`src/rtl/scan_irq_pkg.sv`:
```
package scan_irq_pkg;

   localparam int REG_W  = 8;
   localparam int CFG_W  = 6;
   localparam int NPORTS = 2;

   typedef enum logic [2:0] {
      SEL_VIEW   = 3'd0,
      SEL_A_DATA = 3'd1,
      SEL_A_CTRL = 3'd2,
      SEL_B_DATA = 3'd3,
      SEL_B_CTRL = 3'd4
   } reg_sel_e;

   localparam int CTL_EN    = 0;
   localparam int CTL_EDGE  = 1;
   localparam int CTL_FLAG1 = 7;
   localparam int CTL_FLAG2 = 6;

   typedef logic [CFG_W-1:0] port_cfg_t;

endpackage

```
`src/rtl/scan_line_counter.sv`:
```
module scan_line_counter #(
   parameter int LINE_W   = 8,
   parameter int SQ_BIT   = 5,
   parameter int TOP_BITS = 4,
   parameter bit SRC_REG  = 1'b0
) (
   input  logic              clk,
   input  logic              rst_n,
   input  logic              line_stb,
   output logic [LINE_W-1:0] cnt,
   output logic              src_sq,
   output logic              src_top
);

   localparam int TOP_LO = LINE_W - TOP_BITS;
   localparam logic [LINE_W-1:0] TOP_LINE = {{TOP_BITS{1'b1}}, {TOP_LO{1'b0}}};

   generate
      if (LINE_W < 2 || SQ_BIT >= LINE_W) begin : g_bad_sq
         $error("scan_line_counter: SQ_BIT must lie inside the counter");
      end
      if (TOP_BITS < 1 || TOP_BITS >= LINE_W) begin : g_bad_top
         $error("scan_line_counter: TOP_BITS out of range");
      end
   endgenerate

   logic sq_raw;
   logic top_raw;

   always_ff @(posedge clk or negedge rst_n) begin
      if (!rst_n)        cnt <= '0;
      else if (line_stb) cnt <= cnt + 1'b1;
   end

   assign sq_raw  = cnt[SQ_BIT];
   assign top_raw = &cnt[LINE_W-1:TOP_LO];

   generate
      if (SRC_REG) begin : g_src_reg
         always_ff @(posedge clk or negedge rst_n) begin
            if (!rst_n) begin
               src_sq  <= 1'b0;
               src_top <= 1'b0;
            end else begin
               src_sq  <= sq_raw;
               src_top <= top_raw;
            end
         end
      end else begin : g_src_comb
         assign src_sq  = sq_raw;
         assign src_top = top_raw;

         AST_TOP_ZONE: assert property (@(posedge clk) disable iff (!rst_n)
            src_top == (cnt >= TOP_LINE));
      end
   endgenerate

   AST_CNT_STEP: assert property (@(posedge clk) disable iff (!rst_n)
      line_stb |=> cnt == $past(cnt) + 1'b1);
   AST_CNT_HOLD: assert property (@(posedge clk) disable iff (!rst_n)
      !line_stb |=> $stable(cnt));

endmodule

```
`src/rtl/scan_edge_port.sv`:
```
module scan_edge_port
   import scan_irq_pkg::*;
(
   input  logic      clk,
   input  logic      rst_n,
   input  logic      src,
   input  logic      cfg_wr,
   input  port_cfg_t cfg_wdata,
   input  logic      clr,
   output port_cfg_t cfg,
   output logic      flag,
   output logic      req,
   output logic      level
);

   logic prev;
   logic edge_hit;

   always_ff @(posedge clk or negedge rst_n) begin
      if (!rst_n)      cfg <= '0;
      else if (cfg_wr) cfg <= cfg_wdata;
   end

   always_ff @(posedge clk or negedge rst_n) begin
      if (!rst_n) prev <= 1'b0;
      else        prev <= src;
   end

   assign edge_hit = cfg[CTL_EDGE] ? (src & ~prev) : (~src & prev);

   always_ff @(posedge clk or negedge rst_n) begin
      if (!rst_n)        flag <= 1'b0;
      else if (edge_hit) flag <= 1'b1;
      else if (clr)      flag <= 1'b0;
   end

   assign req   = flag & cfg[CTL_EN];
   assign level = src;

   AST_SET_WINS: assert property (@(posedge clk) disable iff (!rst_n)
      edge_hit |=> flag);
   AST_CLR_TAKES: assert property (@(posedge clk) disable iff (!rst_n)
      (clr && !edge_hit) |=> !flag);
   AST_FLAG_STICKY: assert property (@(posedge clk) disable iff (!rst_n)
      (!clr && !edge_hit) |=> $stable(flag));

endmodule

```
`src/rtl/scan_irq_gen.sv`:
```
module scan_irq_gen
   import scan_irq_pkg::*;
#(
   parameter int LINE_W    = 8,
   parameter int SQ_BIT    = 5,
   parameter int TOP_BITS  = 4,
   parameter int VIEW_DROP = 2,
   parameter bit SRC_REG   = 1'b0
) (
   input  logic             clk,
   input  logic             rst_n,
   input  logic             line_stb,
   input  logic [2:0]       reg_sel,
   input  logic             reg_wr,
   input  logic             reg_rd,
   input  logic [REG_W-1:0] reg_wdata,
   output logic [REG_W-1:0] reg_rdata,
   output logic             irq
);

   localparam logic [LINE_W-1:0] VIEW_MASK = ~{{(LINE_W-VIEW_DROP){1'b0}}, {VIEW_DROP{1'b1}}};

   generate
      if (LINE_W > REG_W) begin : g_bad_w
         $error("scan_irq_gen: counter wider than register port");
      end
      if (VIEW_DROP < 1 || VIEW_DROP >= LINE_W) begin : g_bad_drop
         $error("scan_irq_gen: VIEW_DROP out of range");
      end
   endgenerate

   logic [LINE_W-1:0] cnt;
   logic              src_sq;
   logic              src_top;
   logic [NPORTS-1:0] src_v;
   logic [NPORTS-1:0] flag_v;
   logic [NPORTS-1:0] req_v;
   logic [NPORTS-1:0] lvl_v;
   logic [NPORTS-1:0] wr_v;
   logic [NPORTS-1:0] clr_v;
   port_cfg_t         cfg_v [NPORTS];

   scan_line_counter #(
      .LINE_W  (LINE_W),
      .SQ_BIT  (SQ_BIT),
      .TOP_BITS(TOP_BITS),
      .SRC_REG (SRC_REG)
   ) u_cnt (
      .clk     (clk),
      .rst_n   (rst_n),
      .line_stb(line_stb),
      .cnt     (cnt),
      .src_sq  (src_sq),
      .src_top (src_top)
   );

   // port 0 (A) watches the bottom zone, port 1 (B) the square wave
   assign src_v = {src_sq, src_top};

   genvar gi;
   generate
      for (gi = 0; gi < NPORTS; gi++) begin : g_port
         localparam logic [2:0] DATA_SEL = 3'(1 + 2*gi);
         localparam logic [2:0] CTRL_SEL = 3'(2 + 2*gi);

         assign wr_v[gi]  = reg_wr && (reg_sel == CTRL_SEL);
         assign clr_v[gi] = reg_rd && (reg_sel == DATA_SEL);

         scan_edge_port u_port (
            .clk      (clk),
            .rst_n    (rst_n),
            .src      (src_v[gi]),
            .cfg_wr   (wr_v[gi]),
            .cfg_wdata(reg_wdata[CFG_W-1:0]),
            .clr      (clr_v[gi]),
            .cfg      (cfg_v[gi]),
            .flag     (flag_v[gi]),
            .req      (req_v[gi]),
            .level    (lvl_v[gi])
         );
      end
   endgenerate

   assign irq = |req_v;

   always_comb begin
      reg_rdata = '0;
      case (reg_sel)
         SEL_VIEW:   reg_rdata[LINE_W-1:0] = cnt & VIEW_MASK;
         SEL_A_DATA: reg_rdata[0] = lvl_v[0];
         SEL_A_CTRL: reg_rdata = {flag_v[0], 1'b0, cfg_v[0]};
         SEL_B_DATA: reg_rdata[0] = lvl_v[1];
         SEL_B_CTRL: reg_rdata = {flag_v[1], 1'b0, cfg_v[1]};
         default:    reg_rdata = '0;
      endcase
   end

   AST_IRQ_QUIET: assert property (@(posedge clk) disable iff (!rst_n)
      (!cfg_v[0][CTL_EN] && !cfg_v[1][CTL_EN]) |-> !irq);
   AST_VIEW_LOW: assert property (@(posedge clk) disable iff (!rst_n)
      (reg_sel == SEL_VIEW) |-> (reg_rdata[VIEW_DROP-1:0] == '0));
   AST_FLAG2_ZERO: assert property (@(posedge clk) disable iff (!rst_n)
      (reg_sel == SEL_A_CTRL || reg_sel == SEL_B_CTRL) |-> !reg_rdata[CTL_FLAG2]);

endmodule

```
`config.mk`:
```
export PLATFORM = sky130hd
export DESIGN_NAME = scan_irq_gen
export DESIGN_NICKNAME = d
export VERILOG_FILES = /design/src/rtl/scan_irq_pkg.sv /design/src/rtl/scan_line_counter.sv /design/src/rtl/scan_edge_port.sv /design/src/rtl/scan_irq_gen.sv
export SDC_FILE = /design/constraint.sdc
export NUM_CORES = 1
export LEC_CHECK = 0
export BUFFER_PORTS_ARGS = -buffer_cell sky130_fd_sc_hd__buf_2
export CORE_ASPECT_RATIO = 1.5
export CORE_MARGIN = 2
export CORE_UTILIZATION = 57
export CTS_BUF_LIST = sky130_fd_sc_hd__clkbuf_4 sky130_fd_sc_hd__clkbuf_8
export DETAILED_ROUTE_END_ITERATION = 8
export PLACE_DENSITY = 0.81
export SYNTH_ARGS = -nofsm -noshare
export SYNTH_HDL_FRONTEND = slang
export SYNTH_HIERARCHICAL = 1
export SYNTH_SLANG_ARGS = --single-unit
```
`constraint.sdc`:
```
create_clock -name clk -period 1.3 [get_ports clk]
set_clock_uncertainty 0.1 [all_clocks]
set_input_delay 0 -clock clk [delete_from_list [all_inputs] [get_ports clk]]
set_output_delay 0 -clock clk [all_outputs]
set_load 0.01 [all_outputs]
```
* Word level (Yosys, flattened, before mapping)
Cells that the tools add are included.
** Storage, ports and cells
- Bits in registers :: 24
- Bits of input ports :: 16
- Output and inout port bits :: 9
** Cells by class
- $add $sub $neg :: 1
- Eq/ne operators :: 4
- Mux-type cells :: 8
- Bitwise gates (word level) :: 10
- Reductions and logical operators :: 9
** Operator list (number)
- $pmux 7 s3 :: 1
- $add 8x1->8 const B :: 1
- $and 1x1->1 :: 6
- $eq 3x2->1 const B :: 2
- $mux 1 :: 6
- $logic_and 1x1->1 :: 4
- $not 1->1 :: 4
- $pmux 1 s4 :: 1
- $reduce_and 4->1 :: 1
- $reduce_bool 2->1 :: 2
- $eq 3x1->1 const B :: 1
- $eq 3x3->1 const B :: 1
- $logic_not 3->1 :: 1
- $reduce_or 2->1 :: 1

* Logic depth before layout (Yosys ltp)
- Depth after elaboration :: 5
- Depth in mapped cells :: 6
- Depth with buffers taken out :: 4

* Cells and area by module
Netlist, hierarchy kept.
** Modules (own cells, without submodules)
- scan_edge_port :: times used 2, cells an instance 21, area each 340.3 sq um
- scan_irq_gen :: times used 1, cells an instance 41, area each 387.9 sq um
- scan_line_counter :: times used 1, cells an instance 31, area each 356.6 sq um

* Least setup slack after synthesis
Ideal clock, no wire load.
- Path type :: register -> register
- Start point :: reg u_cnt.cnt[5]
- End point :: reg g_port[0].u_port.flag
- Library setup time :: 0.090 ns
- Arrival :: 1.048 ns
- Slack :: 0.062 ns
- Stages on the path, launching flop included :: 5
- Buffers on the path :: 0
- Clock period less this slack :: 1.238 ns
- Path through :: dfrtp_1 -> nand3_1 -> nor2_1 -> or3b_1 -> o221ai_1
** Between the ends
- Word-level cells in the longest chain between the ends :: 5
- Elaborated cells on any way between the ends :: 7
- Classes of those cells :: mux: 2; bitwise: 3; reduce/logical: 2
** RTL lines
- start: declaration :: line scan_line_counter.sv:10 : output logic [LINE_W-1:0] cnt,
- start signal: assignment :: line scan_line_counter.sv:32 : else if (line_stb) cnt <= cnt + 1'b1;
- $reduce_and 4->1 (*) :: line scan_line_counter.sv:36 : assign top_raw = &cnt[LINE_W-1:TOP_LO];
- named net src_top :: line scan_irq_gen.sv:34 : logic src_top;
- $not 1->1 :: line scan_edge_port.sv:29 : assign edge_hit = cfg[CTL_EDGE] ? (src & ~prev) : (~src & prev);
- $and 1x1->1 :: line scan_edge_port.sv:29
- $mux 1 (*) :: line scan_edge_port.sv:29
- $mux 1 / $reduce_bool 2->1 (equally long branches)
- end signal: assignment :: line scan_edge_port.sv:32 : if (!rst_n) flag <= 1'b0;
- end signal: assignment :: line scan_edge_port.sv:33 : else if (edge_hit) flag <= 1'b1;
- end signal: assignment :: line scan_edge_port.sv:34 : else if (clr) flag <= 1'b0;
- end: declaration :: line scan_edge_port.sv:11 : output logic flag,
The timed path passes the listed nets; every way through them passes the cells marked *.
A chain may end at the register's enable or synchronous reset.

* Worst setup path in the final report
- Start point :: reg u_cnt.cnt[5]
- End point :: out reg_rdata[0]
** Between the ends
- Word-level cells in the longest chain between the ends :: 2
** RTL lines
- $reduce_and 4->1 :: line scan_line_counter.sv:36
- named net src_top :: line scan_irq_gen.sv:34
- $pmux 1 s4 :: line scan_irq_gen.sv:88 : case (reg_sel)
- end: declaration :: line scan_irq_gen.sv:17 : output logic [REG_W-1:0] reg_rdata,
The timed path passes the listed nets, and every way through them passes these cells.

==> impl_metrics.json <==
{
  "root_buffer": "clkbuf_4",
  "critical-path-max-stage-delay_ns": 0.44,
  "routed_wl_um": 3310,
  "n_fill_cell": 141,
  "synth_cell_type_count": 35,
  "crit_chain": "nand3_2 > nor2_4 > mux2i_1 > o22ai_2 > buf_2",
  "initial_core_util_pct": 58.8,
  "drt_iter0_markers": 17,
  "ys_ff_latch": 24,
  "cpLargestDelayFamily": "flip-flops",
  "syn_inst": 114,
  "synth_top_area_share_pct": 42.1,
  "violations": "negative setup slack",
  "clk_pin_slew_ns": 0.14,
  "antenna_cells": 0,
  "slowest_stage": "dfrtp_1",
  "drt_pass1_iterations": 4,
  "cts_made_buffers": 3,
  "critPathLaunch": "u_cnt/cnt[5]",
  "synth_flop_cell": "dfrtp_1",
  "p_sw_uw": 879,
  "wl_per_cell_um": 17.3,
  "final_common_cell": "dfrtp_1",
  "power.internal_uw": 2030,
  "place_congestion": 0.741,
  "synthArstFlopShare_pct": 100,
  "pwr-share-comb_pct": 41.9,
  "postRouteAntennaNets": 0,
  "reg2reg_depth": 5,
  "power_frac_clock_pct": 18.5,
  "critical_path_buf_inv_count": 1,
  "yosys_warnings": 6,
  "drc": 0,
  "hold_path.class": "primary input to asynchronous set/reset pin",
  "finalSetupViolations": 9,
  "crit_type": "flip-flop to output pin",
  "syn_area_mm2": 0.00143,
  "tightest_slew_ns": 0.532,
  "die_area_mm2": 0.00292,
  "overflow": 0,
  "gr-usage-all-layers_pct": 23.0,
  "dp_hpwl_um": 2030,
  "final_hold_viol_count": 0,
  "yosysTopAreaCell": "dfrtp_1",
  "synth-edff-count": 0,
  "rsz0062_at_grt": "yes",
  "period_share_pct": 117,
  "io_buffers": 22,
  "final_core_util_pct": 79.4,
  "synth-seq-area-share_pct": 42.1,
  "start_kind": "flip-flop",
  "drv_slew": 0,
  "p_leak_uw": 0.000907,
  "slew_headroom_pct": 64.5,
  "synthTopCellsByArea": "dfrtp_1 42%, mux2_4 13%, a211oi_2 8.8%",
  "avgSynthCellArea_um2": 12.5,
  "worstPathRequired_ns": 1.20,
  "timing.rr.end": "u_cnt/cnt[7]",
  "reg2reg_slack_ns": -0.08,
  "dp_slack_ns": 0.0388,
  "clock_path_buffers": 2,
  "arrival_ns": 1.42,
  "pwr-share-seq_pct": 39.6,
  "io-pin-count": 25,
  "core_area_mm2": 0.00242,
  "cts_tree": "done",
  "fin_nets": 185,
  "max_freq_ghz": 0.659,
  "cts_sinks": 24,
  "grt_pass1_wl_um": 4930,
  "antenna_found_initial": 0,
  "grt_max_degree": 25,
  "via_per_inst": 5.60,
  "reg2reg_from": "u_cnt/cnt[5]",
  "worstSetupEndpointType": "output pin",
  "htreeDepth": 1,
  "finalCriticalPeriod_ns": 1.52,
  "p_sw_share_pct": 30.3,
  "setup_slack_ns": -0.218,
  "crit_cells": 5,
  "power.density_mw_per_mm2": 1510,
  "die_x_um": 44.8,
  "grt_pass1_vias": 1028,
  "fin_setup_tns_ns": -0.972,
  "synth_nets": 131,
  "num_rows": 22,
  "insertion_delay_ns": 0.32,
  "total_power_uw": 2900,
  "layout_common_cells": "23 x dfrtp_1, 21 x buf_4, 21 x buf_2",
  "num_vias": 1070,
  "whs_ns": 0.0768,
  "area_growth_pct": 34.9,
  "ir_drop_mv": 1.46,
  "die_y_um": 65.2,
  "status": "finished, violations left",
  "cp-endpoint": "reg_rdata[0]",
  "cp_max_fo": 3,
  "maxCapViolCount": 0,
  "drive_gt1_share_pct": 56.3
}
[how the worst min path moves through the flow]
stage                from  cells after the start  slack (ns)                 endpoint
CTS                 rst_n                      2        0.09  g_port[0].u_port/cfg[0]
global route        rst_n                      2        0.14  g_port[0].u_port/cfg[1]
floorplan           rst_n                      0       -0.40  g_port[0].u_port/cfg[0]
finish              rst_n                      2        0.08  g_port[0].u_port/cfg[0]
detailed placement  rst_n                      1       -0.09  g_port[0].u_port/cfg[0]
global placement    rst_n                      1       -0.10  g_port[0].u_port/cfg[0]
[state kept, by name, indices dropped and copies added (netlist names)]
name and cells:
g_port.u_port/flag 2, g_port.u_port/cfg 12, u_cnt/cnt 8, g_port.u_port/prev 2
[power groups by stage]
stage / sequential, uW / combinational [uW] / clock (uW)
CTS: 1150 / 1050 / 542
detailed placement: 1190 / 779 / 0
finish: 1150 / 1220 / 537
global placement: 1170 / 752 / 0
floorplan: 1160 / 584 / 0
global route: 1170 / 1310 / 566
[cell type report]
cell class              instances  area [um2]  area share (%)
repair buffers                 59         452            23.5
well taps                      24        30.0            1.56
clock buffers                   3        22.5            1.17
multi-input cells              77         776            40.3
inverters                       3        11.3           0.586
clock inverters                 1        30.0            1.56
flip-flops and latches         24         602            31.3
[logic make-up after synthesis]
kind of cell             synth area share [%]
XOR/XNOR                                 4.30
multiplexers                             14.1
AO/OA/AOI/OAI                            12.6
AND/OR/NAND/NOR                          18.2
buffers and inverters                    7.81
adder cells (fa/ha/maj)                 0.878
flip-flops                               42.1
[Yosys cell counts (2+ instances only)]
cell type,instances
and2_1,2
nand2_1,7
xor2_1,3
nor2_1,4
mux2_4,12
and2b_1,3
nand2b_1,6
or3b_1,2
nor2b_1,2
o221ai_1,2
buf_4,4
inv_1,3
nand3_1,3
nand4_1,2
dfrtp_1,24
a211oi_2,10
buf_6,4
xnor2_1,4
[metrics by stage]
step / instance area, um2 / cells
floorplan: 1430 / 114
global placement: 1560 / 161
detailed placement: 1560 / 161
CTS: 1840 / 185
global route: 1920 / 191
finish: 1920 / 191
[what timing repair did]
item	in CTS	in global routing
cloned	0	0
gates resized for setup	13	10
setup endpoints to repair	8	12
hold buffers	9	0
endpoints found under the hold margin	42	0
buffers inserted	11	9
pin swaps	19	3
[routing by layer]
metal  track usage, %  wire length [um]  vias up  share of wire (%)
met1             29.6              1390      537                 42
met4             8.82                66        0                2.0
met5                0                 0        -                  0
met3             3.30                73        7                2.2
met2             38.0              1780       22                 54
li1                 -                 -      504                  -
(Power assumes the default switching activity.)
